## config.mk

```make
export PLATFORM = sky130hd
export DESIGN_NAME = intc_mask_bank
export DESIGN_NICKNAME = d
export VERILOG_FILES = /design/src/rtl/intc_bank_pkg.sv /design/src/rtl/intc_addr_dec.sv /design/src/rtl/intc_reg_store.sv /design/src/rtl/intc_evt_walker.sv /design/src/rtl/intc_mask_bank.sv
export SDC_FILE = /design/constraint.sdc
export NUM_CORES = 1
export LEC_CHECK = 0
export BUFFER_PORTS_ARGS = -buffer_cell sky130_fd_sc_hd__buf_2
export CORE_MARGIN = 2
export CORE_UTILIZATION = 58
export CTS_CLUSTER_DIAMETER = 50
export CTS_CLUSTER_SIZE = 16
export DETAILED_ROUTE_END_ITERATION = 10
export PLACE_DENSITY_LB_ADDON = 0.05
export SLEW_MARGIN = 30
export SYNTH_ARGS = -nofsm -noshare
export SYNTH_HDL_FRONTEND = slang
export SYNTH_HIERARCHICAL = 1
export SYNTH_SLANG_ARGS = --single-unit
```

## constraint.sdc

```tcl
create_clock -name clk -period 9.8 [get_ports clk]
set_input_delay 1.96 -clock clk [delete_from_list [all_inputs] [get_ports clk]]
set_output_delay 1.96 -clock clk [all_outputs]
set_load 0.01 [all_outputs]
```

## src/rtl/intc_bank_pkg.sv

```systemverilog
// Package: shared types and default entry tables for the interrupt enable bank.
// Assumes entry IDs are 5 bits wide in the default tables.
package intc_bank_pkg;

    // Kind of access that a decoded address performs.
    typedef enum logic [1:0] {
        ACC_NONE   = 2'd0,
        ACC_SET    = 2'd1,
        ACC_CLR    = 2'd2,
        ACC_DIRECT = 2'd3
    } acc_kind_e;

    localparam int ADDR_CMP_W  = 29;  // address bits taking part in decode
    localparam int REG_STRIDE  = 8;   // byte distance between registers
    localparam int CLR_OFS     = 4;   // offset of the clear alias
    localparam int DEF_ID_W    = 5;
    localparam int DEF_NUM_IDS = 1 << DEF_ID_W;

    // Which default entries carry a vector of their own.
    function automatic logic [DEF_NUM_IDS-1:0] default_vec_map();
        logic [DEF_NUM_IDS-1:0] v;
        v = '0;
        for (int i = 1; i <= 15; i++) v[i] = 1'b1;
        v[5]  = 1'b0;
        v[20] = 1'b1;
        for (int i = 22; i <= 26; i++) v[i] = 1'b1;
        return v;
    endfunction

    // Default chain links, ID_W bits per entry, 0 means end of chain.
    function automatic logic [DEF_NUM_IDS*DEF_ID_W-1:0] default_links();
        logic [DEF_NUM_IDS*DEF_ID_W-1:0] l;
        l = '0;
        l[3*DEF_ID_W  +: DEF_ID_W] = 5'd26;
        l[16*DEF_ID_W +: DEF_ID_W] = 5'd20;
        l[20*DEF_ID_W +: DEF_ID_W] = 5'd21;
        l[21*DEF_ID_W +: DEF_ID_W] = 5'd22;
        l[17*DEF_ID_W +: DEF_ID_W] = 5'd23;
        l[19*DEF_ID_W +: DEF_ID_W] = 5'd24;
        l[24*DEF_ID_W +: DEF_ID_W] = 5'd25;
        return l;
    endfunction

    localparam logic [DEF_NUM_IDS-1:0]          DEF_HAS_VEC = default_vec_map();
    localparam logic [DEF_NUM_IDS*DEF_ID_W-1:0] DEF_LINKS   = default_links();

    // True when register r owns a clear alias (all mask registers do).
    function automatic bit reg_is_dual(int r, int n_mask, logic [31:0] prio_dual);
        if (r < n_mask) return 1'b1;
        return prio_dual[r - n_mask];
    endfunction

endpackage

```

## src/rtl/intc_addr_dec.sv

```systemverilog
// Address decoder: maps a bus address onto a register index and an access kind.
// Assumes registers sit REG_STRIDE bytes apart. Only the low ADDR_CMP_W bits decide.
module intc_addr_dec
    import intc_bank_pkg::*;
#(
    parameter int                ADDR_W    = 32,
    parameter int                N_MASK    = 2,
    parameter int                N_PRIO    = 2,
    parameter logic [N_PRIO-1:0] PRIO_DUAL = 2'b01,
    parameter logic [ADDR_W-1:0] MASK_BASE = 32'h0400_0000,
    parameter logic [ADDR_W-1:0] PRIO_BASE = 32'h0400_0100,
    parameter int                REG_IDX_W = 2
) (
    input  logic [ADDR_W-1:0]    addr,
    output logic                 hit,
    output logic [REG_IDX_W-1:0] idx,
    output acc_kind_e            kind
);
    localparam int                N_REG    = N_MASK + N_PRIO;
    localparam logic [ADDR_W-1:0] CMP_MASK = ADDR_W'((64'd1 << ADDR_CMP_W) - 64'd1);

    logic [ADDR_W-1:0] a_m;
    logic [N_REG-1:0]  set_hit;
    logic [N_REG-1:0]  clr_hit;
    logic [N_REG-1:0]  dual_v;

    // Strip the address bits that do not take part in decode.
    assign a_m = addr & CMP_MASK;

    for (genvar r = 0; r < N_REG; r++) begin : g_reg
        localparam logic [ADDR_W-1:0] PRIM_A = (r < N_MASK)
            ? MASK_BASE + ADDR_W'(r * REG_STRIDE)
            : PRIO_BASE + ADDR_W'((r - N_MASK) * REG_STRIDE);
        localparam bit DUAL = reg_is_dual(r, N_MASK, 32'(PRIO_DUAL));
        // Match the primary address and, for dual registers, the clear alias.
        assign dual_v[r]  = DUAL;
        assign set_hit[r] = (a_m == (PRIM_A & CMP_MASK));
        assign clr_hit[r] = (DUAL != 1'b0) &&
                            (a_m == ((PRIM_A + ADDR_W'(CLR_OFS)) & CMP_MASK));
    end

    // Encode the matching register into an index and an access kind.
    always_comb begin
        hit  = 1'b0;
        idx  = '0;
        kind = ACC_NONE;
        for (int r = 0; r < N_REG; r++) begin
            if (set_hit[r]) begin
                hit  = 1'b1;
                idx  = REG_IDX_W'(r);
                kind = dual_v[r] ? ACC_SET : ACC_DIRECT;
            end else if (clr_hit[r]) begin
                hit  = 1'b1;
                idx  = REG_IDX_W'(r);
                kind = ACC_CLR;
            end
        end
    end
endmodule

```

## src/rtl/intc_reg_store.sv

```systemverilog
// Register storage: holds the bank and works out the value that a write produces.
// Assumes the caller raises wr_go only for a decoded write while the walker is idle.
module intc_reg_store
    import intc_bank_pkg::*;
#(
    parameter int DATA_W    = 32,
    parameter int REG_W     = 8,
    parameter int N_REG     = 4,
    parameter int REG_IDX_W = 2
) (
    input  logic                 clk,
    input  logic                 rst_n,
    input  logic                 wr_go,
    input  logic                 hit,
    input  logic [REG_IDX_W-1:0] idx,
    input  acc_kind_e            kind,
    input  logic [DATA_W-1:0]    wr_data,
    input  logic                 busy,
    output logic [DATA_W-1:0]    rd_data,
    output logic [REG_W-1:0]     old_val,
    output logic [REG_W-1:0]     new_val
);
    logic [N_REG-1:0][REG_W-1:0] regs;

    // Work out the value that the addressed register would take.
    always_comb begin
        old_val = regs[idx];
        unique case (kind)
            ACC_SET:    new_val = REG_W'(DATA_W'(old_val) | wr_data);
            ACC_CLR:    new_val = REG_W'(DATA_W'(old_val) & ~wr_data);
            ACC_DIRECT: new_val = REG_W'(wr_data);
            default:    new_val = old_val;
        endcase
    end

    // Store the new value on an accepted write.
    always_ff @(posedge clk) begin
        if (!rst_n) regs <= '0;
        else if (wr_go) regs[idx] <= new_val;
    end

    // Return the stored value for a mapped address, zero otherwise.
    assign rd_data = hit ? DATA_W'(old_val) : '0;

    AST_BUSY_HOLDS_BANK: assert property (@(posedge clk) disable iff (!rst_n)
        busy |=> $stable(regs));
    AST_SET_BITS_LAND: assert property (@(posedge clk) disable iff (!rst_n)
        (wr_go && kind == ACC_SET) |=>
        ((regs[$past(idx)] & $past(wr_data[REG_W-1:0])) == $past(wr_data[REG_W-1:0])));
    AST_CLR_BITS_GONE: assert property (@(posedge clk) disable iff (!rst_n)
        (wr_go && kind == ACC_CLR) |=>
        ((regs[$past(idx)] & $past(wr_data[REG_W-1:0])) == '0));
endmodule

```

## src/rtl/intc_evt_walker.sv

```systemverilog
// Event walker: takes the field changes of one write and issues one step per cycle.
// A step is one changed field, taken from the most significant down, or one member
// of a group chain. Slot s of the field list maps to entry ID s.
// Assumes load is raised only while busy is low.
module intc_evt_walker #(
    parameter int REG_W     = 8,
    parameter int N_MASK    = 2,
    parameter int N_PRIO    = 2,
    parameter int PRIO_FW   = 4,
    parameter int REG_IDX_W = 2,
    parameter int ID_W      = 5,
    parameter logic [(1<<ID_W)-1:0]      HAS_VEC = '0,
    parameter logic [(1<<ID_W)*ID_W-1:0] LINKS   = '0
) (
    input  logic                 clk,
    input  logic                 rst_n,
    input  logic                 load,
    input  logic [REG_IDX_W-1:0] idx,
    input  logic [REG_W-1:0]     old_val,
    input  logic [REG_W-1:0]     new_val,
    output logic                 busy,
    output logic                 evt_valid,
    output logic                 evt_enable,
    output logic [ID_W-1:0]      evt_id
);
    localparam int PRIO_NF = REG_W / PRIO_FW;
    localparam int N_SLOT  = N_MASK * REG_W + N_PRIO * PRIO_NF;
    localparam int SLOT_W  = $clog2(N_SLOT + 1);
    localparam int NF_W    = $clog2(REG_W + 1);
    localparam int FLD_W   = $clog2(REG_W);

    logic [REG_W-1:0]  chg_in, nz_in;
    logic              is_prio;
    logic [SLOT_W-1:0] base_in;
    logic [NF_W-1:0]   nf_in;

    logic [REG_W-1:0]  pend_q, nz_q;
    logic [SLOT_W-1:0] base_q;
    logic [NF_W-1:0]   nf_q;
    logic              chain_on_q, chain_en_q;
    logic [ID_W-1:0]   chain_id_q;

    logic [REG_W-1:0]  pend_n;
    logic              chain_on_n, chain_en_n;
    logic [ID_W-1:0]   chain_id_n;
    logic [FLD_W-1:0]  top_f;
    logic [ID_W-1:0]   field_id, link_of;

    // Find the changed fields of the write and whether each new value is nonzero.
    always_comb begin
        is_prio = int'(idx) >= N_MASK;
        chg_in  = '0;
        nz_in   = '0;
        if (!is_prio) begin
            chg_in = old_val ^ new_val;
            nz_in  = new_val;
        end else begin
            for (int f = 0; f < PRIO_NF; f++) begin
                chg_in[f] = old_val[f*PRIO_FW +: PRIO_FW] != new_val[f*PRIO_FW +: PRIO_FW];
                nz_in[f]  = |new_val[f*PRIO_FW +: PRIO_FW];
            end
        end
        base_in = is_prio ? SLOT_W'(N_MASK * REG_W + (int'(idx) - N_MASK) * PRIO_NF)
                          : SLOT_W'(int'(idx) * REG_W);
        nf_in   = is_prio ? NF_W'(PRIO_NF) : NF_W'(REG_W);
    end

    // Pick the most significant pending field and the ID it maps to.
    always_comb begin
        top_f = '0;
        for (int f = 0; f < REG_W; f++) begin
            if (pend_q[f]) top_f = FLD_W'(f);
        end
        field_id = ID_W'(base_q) + ID_W'(nf_q) - ID_W'(1) - ID_W'(top_f);
    end

    // Run one step: a chain member if a chain is open, otherwise the next field.
    always_comb begin
        pend_n     = pend_q;
        chain_on_n = chain_on_q;
        chain_id_n = chain_id_q;
        chain_en_n = chain_en_q;
        evt_valid  = 1'b0;
        evt_enable = 1'b0;
        evt_id     = '0;
        link_of    = '0;
        if (chain_on_q) begin
            link_of    = LINKS[chain_id_q*ID_W +: ID_W];
            evt_valid  = HAS_VEC[chain_id_q];
            evt_enable = chain_en_q;
            evt_id     = chain_id_q;
            if (link_of != '0) chain_id_n = link_of;
            else               chain_on_n = 1'b0;
        end else if (pend_q != '0) begin
            pend_n[top_f] = 1'b0;
            link_of       = LINKS[field_id*ID_W +: ID_W];
            if (field_id != '0) begin
                if (HAS_VEC[field_id]) begin
                    evt_valid  = 1'b1;
                    evt_enable = nz_q[top_f];
                    evt_id     = field_id;
                end else if (link_of != '0) begin
                    chain_on_n = 1'b1;
                    chain_id_n = link_of;
                    chain_en_n = nz_q[top_f];
                end
            end
        end
    end

    // Load a new walk or advance the current one.
    always_ff @(posedge clk) begin
        if (!rst_n) begin
            pend_q     <= '0;
            nz_q       <= '0;
            base_q     <= '0;
            nf_q       <= '0;
            chain_on_q <= 1'b0;
            chain_en_q <= 1'b0;
            chain_id_q <= '0;
        end else if (load) begin
            pend_q     <= chg_in;
            nz_q       <= nz_in;
            base_q     <= base_in;
            nf_q       <= nf_in;
            chain_on_q <= 1'b0;
        end else begin
            pend_q     <= pend_n;
            chain_on_q <= chain_on_n;
            chain_id_q <= chain_id_n;
            chain_en_q <= chain_en_n;
        end
    end

    assign busy = (pend_q != '0) || chain_on_q;

    AST_LOAD_WHEN_IDLE: assert property (@(posedge clk) disable iff (!rst_n)
        load |-> !busy);
    AST_FIELD_ONCE: assert property (@(posedge clk) disable iff (!rst_n)
        !load |=> ((pend_q & ~$past(pend_q)) == '0));
    AST_NO_ZERO_ID: assert property (@(posedge clk) disable iff (!rst_n)
        evt_valid |-> (evt_id != '0));
    AST_EVT_IN_WALK: assert property (@(posedge clk) disable iff (!rst_n)
        evt_valid |-> busy);
endmodule

```

## src/rtl/intc_mask_bank.sv

```systemverilog
// Top: interrupt enable register bank with set/clear aliases and an event walker.
// A write is accepted only when it decodes to a register and no walk is running.
// Reads are combinational on addr.
module intc_mask_bank
    import intc_bank_pkg::*;
#(
    parameter int                ADDR_W    = 32,
    parameter int                DATA_W    = 32,
    parameter int                REG_W     = 8,
    parameter int                N_MASK    = 2,
    parameter int                N_PRIO    = 2,
    parameter int                PRIO_FW   = 4,
    parameter logic [N_PRIO-1:0] PRIO_DUAL = 2'b01,
    parameter logic [ADDR_W-1:0] MASK_BASE = 32'h0400_0000,
    parameter logic [ADDR_W-1:0] PRIO_BASE = 32'h0400_0100,
    parameter int                ID_W      = DEF_ID_W,
    parameter logic [(1<<ID_W)-1:0]      HAS_VEC = DEF_HAS_VEC,
    parameter logic [(1<<ID_W)*ID_W-1:0] LINKS   = DEF_LINKS
) (
    input  logic              clk,
    input  logic              rst_n,
    input  logic [ADDR_W-1:0] addr,
    input  logic              wr_en,
    input  logic [DATA_W-1:0] wr_data,
    output logic [DATA_W-1:0] rd_data,
    output logic              busy,
    output logic              evt_valid,
    output logic              evt_enable,
    output logic [ID_W-1:0]   evt_id
);
    localparam int N_REG     = N_MASK + N_PRIO;
    localparam int REG_IDX_W = (N_REG > 1) ? $clog2(N_REG) : 1;

    logic                 hit, wr_go;
    logic [REG_IDX_W-1:0] idx;
    acc_kind_e            kind;
    logic [REG_W-1:0]     old_val, new_val;

    // Accept a write only on a decoded address while no walk runs.
    assign wr_go = wr_en && hit && !busy;

    intc_addr_dec #(
        .ADDR_W(ADDR_W), .N_MASK(N_MASK), .N_PRIO(N_PRIO), .PRIO_DUAL(PRIO_DUAL),
        .MASK_BASE(MASK_BASE), .PRIO_BASE(PRIO_BASE), .REG_IDX_W(REG_IDX_W)
    ) u_dec (
        .addr(addr), .hit(hit), .idx(idx), .kind(kind)
    );

    intc_reg_store #(
        .DATA_W(DATA_W), .REG_W(REG_W), .N_REG(N_REG), .REG_IDX_W(REG_IDX_W)
    ) u_store (
        .clk(clk), .rst_n(rst_n), .wr_go(wr_go), .hit(hit), .idx(idx), .kind(kind),
        .wr_data(wr_data), .busy(busy), .rd_data(rd_data),
        .old_val(old_val), .new_val(new_val)
    );

    intc_evt_walker #(
        .REG_W(REG_W), .N_MASK(N_MASK), .N_PRIO(N_PRIO), .PRIO_FW(PRIO_FW),
        .REG_IDX_W(REG_IDX_W), .ID_W(ID_W), .HAS_VEC(HAS_VEC), .LINKS(LINKS)
    ) u_walk (
        .clk(clk), .rst_n(rst_n), .load(wr_go), .idx(idx),
        .old_val(old_val), .new_val(new_val), .busy(busy),
        .evt_valid(evt_valid), .evt_enable(evt_enable), .evt_id(evt_id)
    );

    AST_UNMAPPED_SILENT: assert property (@(posedge clk) disable iff (!rst_n)
        (wr_en && !hit && !busy) |=> !busy);
endmodule

```

==> Word-level counts from Yosys, hierarchy flattened <==
Memories as Yosys holds them, arrays and structs flattened. A register that Yosys moved wholly into a read port is not among the register bits.
Index checks and enable logic that the tools add are counted.
{ "word_totals": {"regBits": 64, "mem_bits_ro": 64, "out_inout_bits": 40, "wordCells": 148, "n_memories": 2} }
{ "mem_list": {"columns": ["name", "depth", "width", "read_ports", "rd_clocked_by_memory_dff", "write_ports", "line", "rtl"], "rows": [
  ["(no name shown)", 32, 1, 1, 0, 0, "intc_evt_walker.sv:98", "if (HAS_VEC[field_id]) begin"],
  ["(no name shown)", 32, 1, 1, 1, 0, "intc_evt_walker.sv:89", "evt_valid = HAS_VEC[chain_id_q];"]
]} }
{ "classes": {"n_addsub": 5, "mul": 2, "order_cmp": 7, "eq_ne": 15, "shift": 2, "mux": 74, "bitwise_logic": 10, "n_reduce_logical": 20} }
{ "op_table": {"columns": ["op", "n"], "rows": [
  ["$shiftx 160x9->5 const A", 2],
  ["$eq 29x27->1 const B", 7],
  ["$mux 5", 13],
  ["$mux 8", 6],
  ["$bwmux 32", 1],
  ["$mux 1", 28],
  ["$mux 2", 14],
  ["$pmux 8 s3", 1],
  ["$and 8x8->8", 2],
  ["$bmux 8 s2", 1],
  ["$demux 8 s2", 1],
  ["$mul 5x3->8 const B", 2],
  ["$not 8->8", 2],
  ["$reduce_bool 5->1", 3],
  ["$lt 5x6->1 const B", 2],
  ["$mux 3", 4],
  ["$mux 6", 2],
  ["$reduce_and 6->1", 2],
  ["$ne 4x4->1", 2],
  ["$or 8x8->8", 1],
  ["$reduce_bool 2->1", 4],
  ["$reduce_bool 8->1", 1],
  ["$reduce_or 4->1", 2],
  ["$xor 8x8->8", 1],
  ["23 further kinds", 31]
]} }

==> Depth between registers and ports, before layout <==
Gate-level depths: netlist of run 1.
{ "depth": {"ltp_word": 18, "depth_mapped": 16, "ltp_nobuf": 16} }

==> Cells and area by module <==
Netlist of run 1, hierarchy kept.
{ "modules_own_cells": {"columns": ["module", "n_inst", "cells_per_inst", "area_each_um2"], "rows": [
  ["intc_evt_walker", 1, 239, 1993.2],
  ["intc_reg_store", 1, 212, 1938.1],
  ["intc_addr_dec", 1, 21, 130.1],
  ["intc_mask_bank", 1, 1, 8.8]
]} }

==> Least setup slack after synthesis of run 1 <==
OpenSTA, ideal clock, no wires.
{ "synth_path": {"path_type": "input to output", "startpoint": "in addr[6]", "endpoint": "out rd_data[0]", "arrival_ns": 4.004, "slack_ns": 3.836, "stages": 6, "cell_sequence": "or4_4 > nor4_1 > buf_6 > mux2_4 > mux2_4 > and2_1"} }
{ "synth_rtl": {"columns": ["item", "line", "rtl"], "rows": [
  ["start, declared", "intc_mask_bank.sv:22", "input logic [ADDR_W-1:0] addr,"],
  ["$eq 29x27->1", "intc_addr_dec.sv:39", "(a_m == ((PRIM_A + ADDR_W'(CLR_OFS)) & CMP_MASK));"],
  ["$mux 2", "intc_addr_dec.sv:52", "end else if (clr_hit[r]) begin"],
  ["$mux 2", "intc_addr_dec.sv:48", "if (set_hit[r]) begin"],
  ["$mux 2 (*)", "intc_addr_dec.sv:48", null],
  ["via idx[1]", "intc_mask_bank.sv:35", "logic [REG_IDX_W-1:0] idx;"],
  ["$bmux 8 s2 (*)", "intc_reg_store.sv:27", "old_val = regs[idx];"],
  ["$mux 8 (implied by the code) (*)", "intc_reg_store.sv:27", null],
  ["via old_val[0]", "intc_mask_bank.sv:37", "logic [REG_W-1:0] old_val, new_val;"],
  ["$mux 8 (*)", "intc_reg_store.sv:43", "assign rd_data = hit ? DATA_W'(old_val) : '0;"],
  ["end, declared", "intc_mask_bank.sv:25", "output logic [DATA_W-1:0] rd_data,"]
]} }
Mark *: on every way through the listed nets, which the timed path passes. The rest lies on a longest branch. The select of a mux whose other input is x is not followed.

==> Worst setup path after layout of run 1 <==
{ "layout_path": {"startpoint": "in addr[17]", "endpoint": "out rd_data[6]"} }
The elaborated chain is that of the path after synthesis.

==> results.toml, run 1 <==
[synth]
yosysWarnings = 6
syn_inst = 473
synth_flop_cell = "dfxtp_1"
synthArstFlopShare = 0
synth.largest_area_cell = "dfxtp_1"
synth_top_area_share = 0.305
avgSynthCellArea_um2 = 8.60
ys_seq_area_frac = 0.305
ys_types = 67
synth.area.top_cells = "dfxtp_1 (30%), mux2_4 (10%), o21ai_0 (7.4%)"
syn_area_mm2 = 0.00407
synth_seq_cells = 62
synth-edff-count = 0

[cells_and_area]
n_antenna_cell = 0
syn_to_final_growth_pct = 9.19
nNetsFinal = 586
fin_area_mm2 = 0.00444
n_fill_cell = 579
layout-drive-gt1-share = 0.236

[drt]
drtIter0Drc = 221
drt.antenna.violating_nets = 0
dr.pass1.iters = 7
dr_wl_met3_um = 442
top_layer = "met4"
post_drt_wl_per_cell_um = 15.0
vias = 3592
via_per_inst = 5.85
route.met2.wl_um = 4520
routed_wl_um = 9210
m1WireLength_um = 4070
drc_errors = 0

[setup_path]
cp.required_ns = 7.84
start_kind = "primary input"
critPathLaunch = "addr[17]"
reg2reg_slack_ns = 5.84
reg2reg_depth = 14
worstPathArrival_ns = 4.40
critPathMaxFanout = 29
end_kind = "output port"
r2r_start = "u_walk/pend_q[3]"
worstSetupPathType = "primary input to output port"

[global_route]
antenna_found_initial = 0
track_usage = 0.251
grt_pass1_wl_um = 15300
overflow = 0
grt_pass1_vias = 3381
grt_max_degree = 55

[placed_design]
hpwlAfterDp_um = 6630
placedInstanceArea_mm2 = 0.00427
pre_cts_ws_ns = 3.45
port_buffers = 55
gp_congestion = 0.917

[cts]
clock-sinks = 62
insertion_delay_ns = 0.33
holdBufCountCts = 0
cts.path.max_buffers = 2
cts_resized = 0
clk_pin_slew_ns = 0.07
cts-root-buf = "clkbuf_8"
cts_tree = "done"
post_cts_buffers = 0
cts_buffers = 9
htreeDepth = 3

[timing]
maxSlewHeadroom = 0.377
whs_ns = 0.466
setup_viol = 0
tns_ns = 0
rsz0062_at_grt = "false"
finalCriticalPeriod_ns = 6.36
postLayoutSetupSlackWorst_ns = 3.44
hold_viol = 0
slew_viol_final = 0
worst_slew_pin_slew_ns = 0.932
fin_worst_skew_ns = 0.00816
period_share = 0.649
max_freq_ghz = 0.157

[power_and_ir_drop]
power_mw = 0.467
seqPwrFrac = 0.539
irDropWorstVdd_v = 0.000115
p_int_mw = 0.362
clock_power_share = 0.419
p_leak_nw = 1.84
swShare = 0.226
power_switching_mw = 0.106
combPwrFrac = 0.042
power_density_mw_per_mm2 = 105

[die]
rows = 30
core_area_mm2 = 0.00679
top_level_ports = 107
die_y_um = 87.8
die_x_um = 87.8
die_area_mm2 = 0.00770
initial_utilization = 0.599

[worst_hold_path]
min_from = "u_walk/nf_q[3]"
hold_class = "register to register"
hold_depth = 1

[outcome]
status = "finished, final reports clean"

[flow_run]
max_cap_viol_count = 0
## cell usage after synthesis, types with 2 or more instances
| library cell | number |
|---|---|
| a21oi_1 | 6 |
| a22o_1 | 15 |
| a2bb2oi_1 | 2 |
| a31oi_1 | 33 |
| a32o_1 | 5 |
| and2_1 | 15 |
| and2b_1 | 2 |
| and3_1 | 6 |
| and3b_1 | 3 |
| buf_2 | 5 |
| buf_4 | 28 |
| buf_6 | 4 |
| clkbuf_1 | 14 |
| dfxtp_1 | 62 |
| fa_1 | 2 |
| ha_1 | 3 |
| inv_1 | 12 |
| mux2_4 | 27 |
| mux2i_1 | 8 |
| nand2_1 | 58 |
| nand2b_1 | 3 |
| nand3_1 | 4 |
| nand3b_1 | 3 |
| nand4_1 | 3 |
| nor2_1 | 16 |
| nor2_2 | 2 |
| nor2b_1 | 6 |
| nor3_1 | 2 |
| nor4_1 | 11 |
| o211ai_1 | 2 |
| o21ai_0 | 60 |
| o21ai_1 | 4 |
| o31ai_1 | 3 |
| xnor2_1 | 2 |
| xor2_1 | 10 |
## critical path, cell delays in order
cell and delay (ns):
buf_2 0.09, nor4_1 0.28, nand4_1 0.32, nor4_2 0.35
buf_4 0.44, mux2_4 0.35, mux2_4 0.29, and2_1 0.17
buf_2 0.14
## cell usage in the layout (no fill, tap or decap), drive strengths merged, types with 11 or more instances in the layout
master  instances
buf            59
nor4           11
a31oi          33
conb           24
clkbuf         11
a22o           15
inv            13
o21ai          64
nor2           18
dfxtp          62
and2           15
nand2          58
mux2           28
## flip-flops by register name, summed over array words and instances, names as in the netlist, named ones only
register	flops
u_walk/chain_en_q	1
u_walk/chain_id_q	5
u_walk/base_q	4
u_walk/nf_q	2
u_walk/nz_q	8
u_store/regs	32
u_walk/chain_on_q	1
u_walk/pend_q	8
## per-stage QoR
| stage | cells | util |
|---|---|---|
| 2_1_floorplan | 496 | - |
| 3_3_place_gp | 599 | 0.628 |
| 3_5_place_dp | 599 | 0.629 |
| 5_1_grt | 614 | 0.654 |
| 4_1_cts | 614 | 0.654 |
| 6_report | 614 | 0.654 |
## logic make-up (layout without fill, tap and decap cells)
family / count (synthesis) / in the layout / synth area share
other: 1 / 24 / 0.000921
multiplexers: 37 / 37 / 0.125
AO/OA/AOI/OAI: 147 / 147 / 0.239
flip-flops: 62 / 62 / 0.305
AND/OR/NAND/NOR: 143 / 143 / 0.186
XOR/XNOR: 13 / 13 / 0.0298
adder cells (fa/ha/maj): 5 / 5 / 0.0191
buffers and inverters: 65 / 87 / 0.0947
## area by class of cell
class | count | area (µm²) | area share
Timing Repair Buffer | 59 | 305 | 0.0687
Clock inverter | 4 | 22.5 | 0.00507
Tap cell | 96 | 120 | 0.0270
Sequential cell | 62 | 1240 | 0.279
Inverter | 13 | 48.8 | 0.0110
Clock buffer | 11 | 151 | 0.0341
Multi-Input combinational cell | 369 | 2550 | 0.575
## layer usage
layer / vias up / GRT usage
met5: - / 0
met4: 0 / 0.122
met2: 117 / 0.426
met1: 1700 / 0.310
li1: 1758 / -
met3: 17 / 0.0424
## power by group through the flow
| stage | logic (mW) | registers (mW) | clock network, mW |
|---|---|---|---|
| floorplan | 0.0161 | 0.258 | 0 |
| global placement | 0.0191 | 0.258 | 0 |
| detailed placement | 0.0195 | 0.258 | 0 |
| CTS | 0.0195 | 0.252 | 0.201 |
| global route | 0.0220 | 0.252 | 0.215 |
| finish | 0.0196 | 0.252 | 0.196 |
## path summary, 6_finish.rpt
check                                 endpoint
worst max register to register        register
worst min-delay path            u_walk/nf_q[3]
worst max-delay path                rd_data[6]
worst min register to register  u_walk/nf_q[3]
No activity file was read; power rests on OpenSTA's default activity.
==> run 2, diff against run 1 <==
ABC_AREA = 1   (was not set)
CORE_UTILIZATION = 55   (was 58)
clock period = 6 ns   (was 9.8 ns; I/O delays follow)
==> results.toml, run 2 <==
[cts]
cts_buffers = 9
clock-sinks = 62
insertion_delay_ns = 0.34
cts_tree = "done"
cts-root-buf = "clkbuf_8"
holdBufCountCts = 0
htreeDepth = 3
cts.path.max_buffers = 2
post_cts_buffers = 0
cts_resized = 0
clk_pin_slew_ns = 0.07

[cells_and_area]
post-route-util = 0.616
largest_reg_flops = 32
n_antenna_cell = 0
layout-drive-gt1-share = 0.224
nNetsFinal = 822
n_fill_cell = 826
syn_to_final_growth_pct = 8.67
layout_common_cells = "nand2_1 (168), inv_1 (97), dfxtp_1 (62)"
top_register = "u_store/regs"
final_common_cell = "nand2_1"
reg_top3 = "u_store/regs x32, u_walk/nz_q x8, u_walk/pend_q x8"

[power_and_ir_drop]
irDropWorstVdd_v = 0.0000965
p_leak_nw = 2.51
power_density_mw_per_mm2 = 174
power_mw = 0.877

[global_route]
use_met1 = 0.329
gr-usage-met3 = 0.0360
grt_pass1_vias = 4218
track_usage = 0.269
grt_max_degree = 40
grtUsageMet2 = 0.487
antenna_found_initial = 0
grt_pass1_wl_um = 19100
grt.busiest_layer = "met2"
overflow = 0

[timing]
setup_viol = 0
worst_slew_pin_slew_ns = 0.950
hold_viol = 0
whs_ns = 0.436
fin_worst_skew_ns = 0.0105
postLayoutSetupSlackWorst_ns = 1.27
max_freq_ghz = 0.211
slew_viol_final = 0
maxSlewHeadroom = 0.365
tns_ns = 0
period_share = 0.788
finalCriticalPeriod_ns = 4.73
rsz0062_at_grt = "false"

[drt]
via_per_inst = 5.15
drt.antenna.violating_nets = 0
routed_wl_um = 11400
drtIter0Drc = 223
drc_errors = 0
post_drt_wl_per_cell_um = 13.2
dr.pass1.iters = 5
vias = 4430

[synth]
synthArstFlopShare = 0
synth.largest_area_cell = "dfxtp_1"
synth_seq_cells = 62
syn_inst = 703
yosysMostFrequentCell = "nand2_1"
synth.area.top_cells = "dfxtp_1 (27%), nand2_1 (14%), inv_1 (7.9%)"
ys_types = 47
synth_top_area_share = 0.268
syn_area_mm2 = 0.00463
avgSynthCellArea_um2 = 6.59
ys_top_cells_by_count = "nand2_1 (168), inv_1 (97), dfxtp_1 (62)"
synth_flop_cell = "dfxtp_1"
ys_seq_area_frac = 0.268
synth-edff-count = 0
yosysWarnings = 6

[die]
top_level_ports = 107
die_x_um = 95.8
core_area_mm2 = 0.00818
die_y_um = 95.8
die_area_mm2 = 0.00918
rows = 33
initial_utilization = 0.567

[setup_path]
reg2reg_depth = 26
worstSetupPathType = "primary input to output port"
end_kind = "output port"
start_kind = "primary input"
reg2reg_slack_ns = 2.44
r2r_start = "u_walk/pend_q[2]"
cp.required_ns = 4.80
worstPathArrival_ns = 3.53
critPathMaxFanout = 20

[worst_hold_path]
hold_depth = 2
hold_class = "register to register"
holdPathEnd = "u_walk/base_q[2]"
min_from = "u_walk/base_q[2]"

[outcome]
status = "finished, final reports clean"

[placed_design]
pre_cts_ws_ns = 1.31
gp_congestion = 0.872
hpwlAfterDp_um = 8330
port_buffers = 55

[flow_run]
max_cap_viol_count = 0
==> run 2: changes by cell type after synthesis, moves of 41 or more <==
cell / before / now
inv_1: 12 / 97
nand2_1: 58 / 168
nand2_2: 0 / 41
nand3_1: 4 / 57
nor2_1: 16 / 61
o21ai_0: 60 / 19
==> run 2: layer usage <==
layer	vias to the layer above	wire length, µm	part of all wire
li1	2261	-	-
met1	2022	4950	0.44
met2	131	5680	0.50
met3	16	570	0.050
met4	0	159	0.014
met5	-	0	0
==> run 2: cell type report <==
| type | count | area (µm²) | share of cell area |
|---|---|---|---|
| repair buffers | 56 | 280 | 0.0557 |
| multi-input cells | 510 | 2720 | 0.541 |
| inverters | 111 | 427 | 0.0847 |
| flip-flops and latches | 62 | 1240 | 0.246 |
| clock buffers | 11 | 151 | 0.0301 |
| well taps | 105 | 131 | 0.0261 |
| clock inverters | 5 | 81.3 | 0.0161 |
==> run 2: worst max path at each step <==
stage                                 from          to
after floorplan           u_walk/pend_q[2]   evt_id[0]
after global routing      u_walk/pend_q[2]   evt_id[2]
after global placement            addr[15]  rd_data[6]
after CTS                 u_walk/pend_q[2]   evt_id[0]
final                             addr[13]  rd_data[2]
after detailed placement          addr[13]  rd_data[2]
==> run 2: critical path, stage by stage <==
cell	delay [ns]
buf_2	0.10
nor2_1	0.10
nand2_1	0.09
nor2_2	0.20
nand3_1	0.16
a21oi_2	0.15
inv_1	0.05
nand2_1	0.69
nand2_1	0.15
nand2_2	0.11
nand2_2	0.07
a21oi_1	0.28
buf_2	0.18
==> run 2: where the power goes <==
part | total [mW] | internal [mW] | leakage, nW | switching (mW)
Combinational | 0.0396 | 0.0131 | 1.90 | 0.0265
Sequential | 0.411 | 0.411 | 0.499 | 0.000000000791
Clock | 0.427 | 0.257 | 0.116 | 0.170
Total | 0.877 | 0.681 | 2.51 | 0.197
==> run 2: logic make-up after synthesis <==
family                   count (synthesis)  share of synthesized area
AND/OR/NAND/NOR                        377                      0.406
buffers and inverters                  154                      0.163
AO/OA/AOI/OAI                           97                      0.132
flip-flops                              62                      0.268
XOR/XNOR                                 7                     0.0132
adder cells (fa/ha/maj)                  5                     0.0167
other                                    1                   0.000809
==> run 2: per-stage QoR <==
step / instances / instance area (µm²)
after global routing: 860 / 5040
after CTS: 860 / 5040
after global placement: 843 / 4800
final: 860 / 5040
after detailed placement: 844 / 4800
after floorplan: 726 / 4720
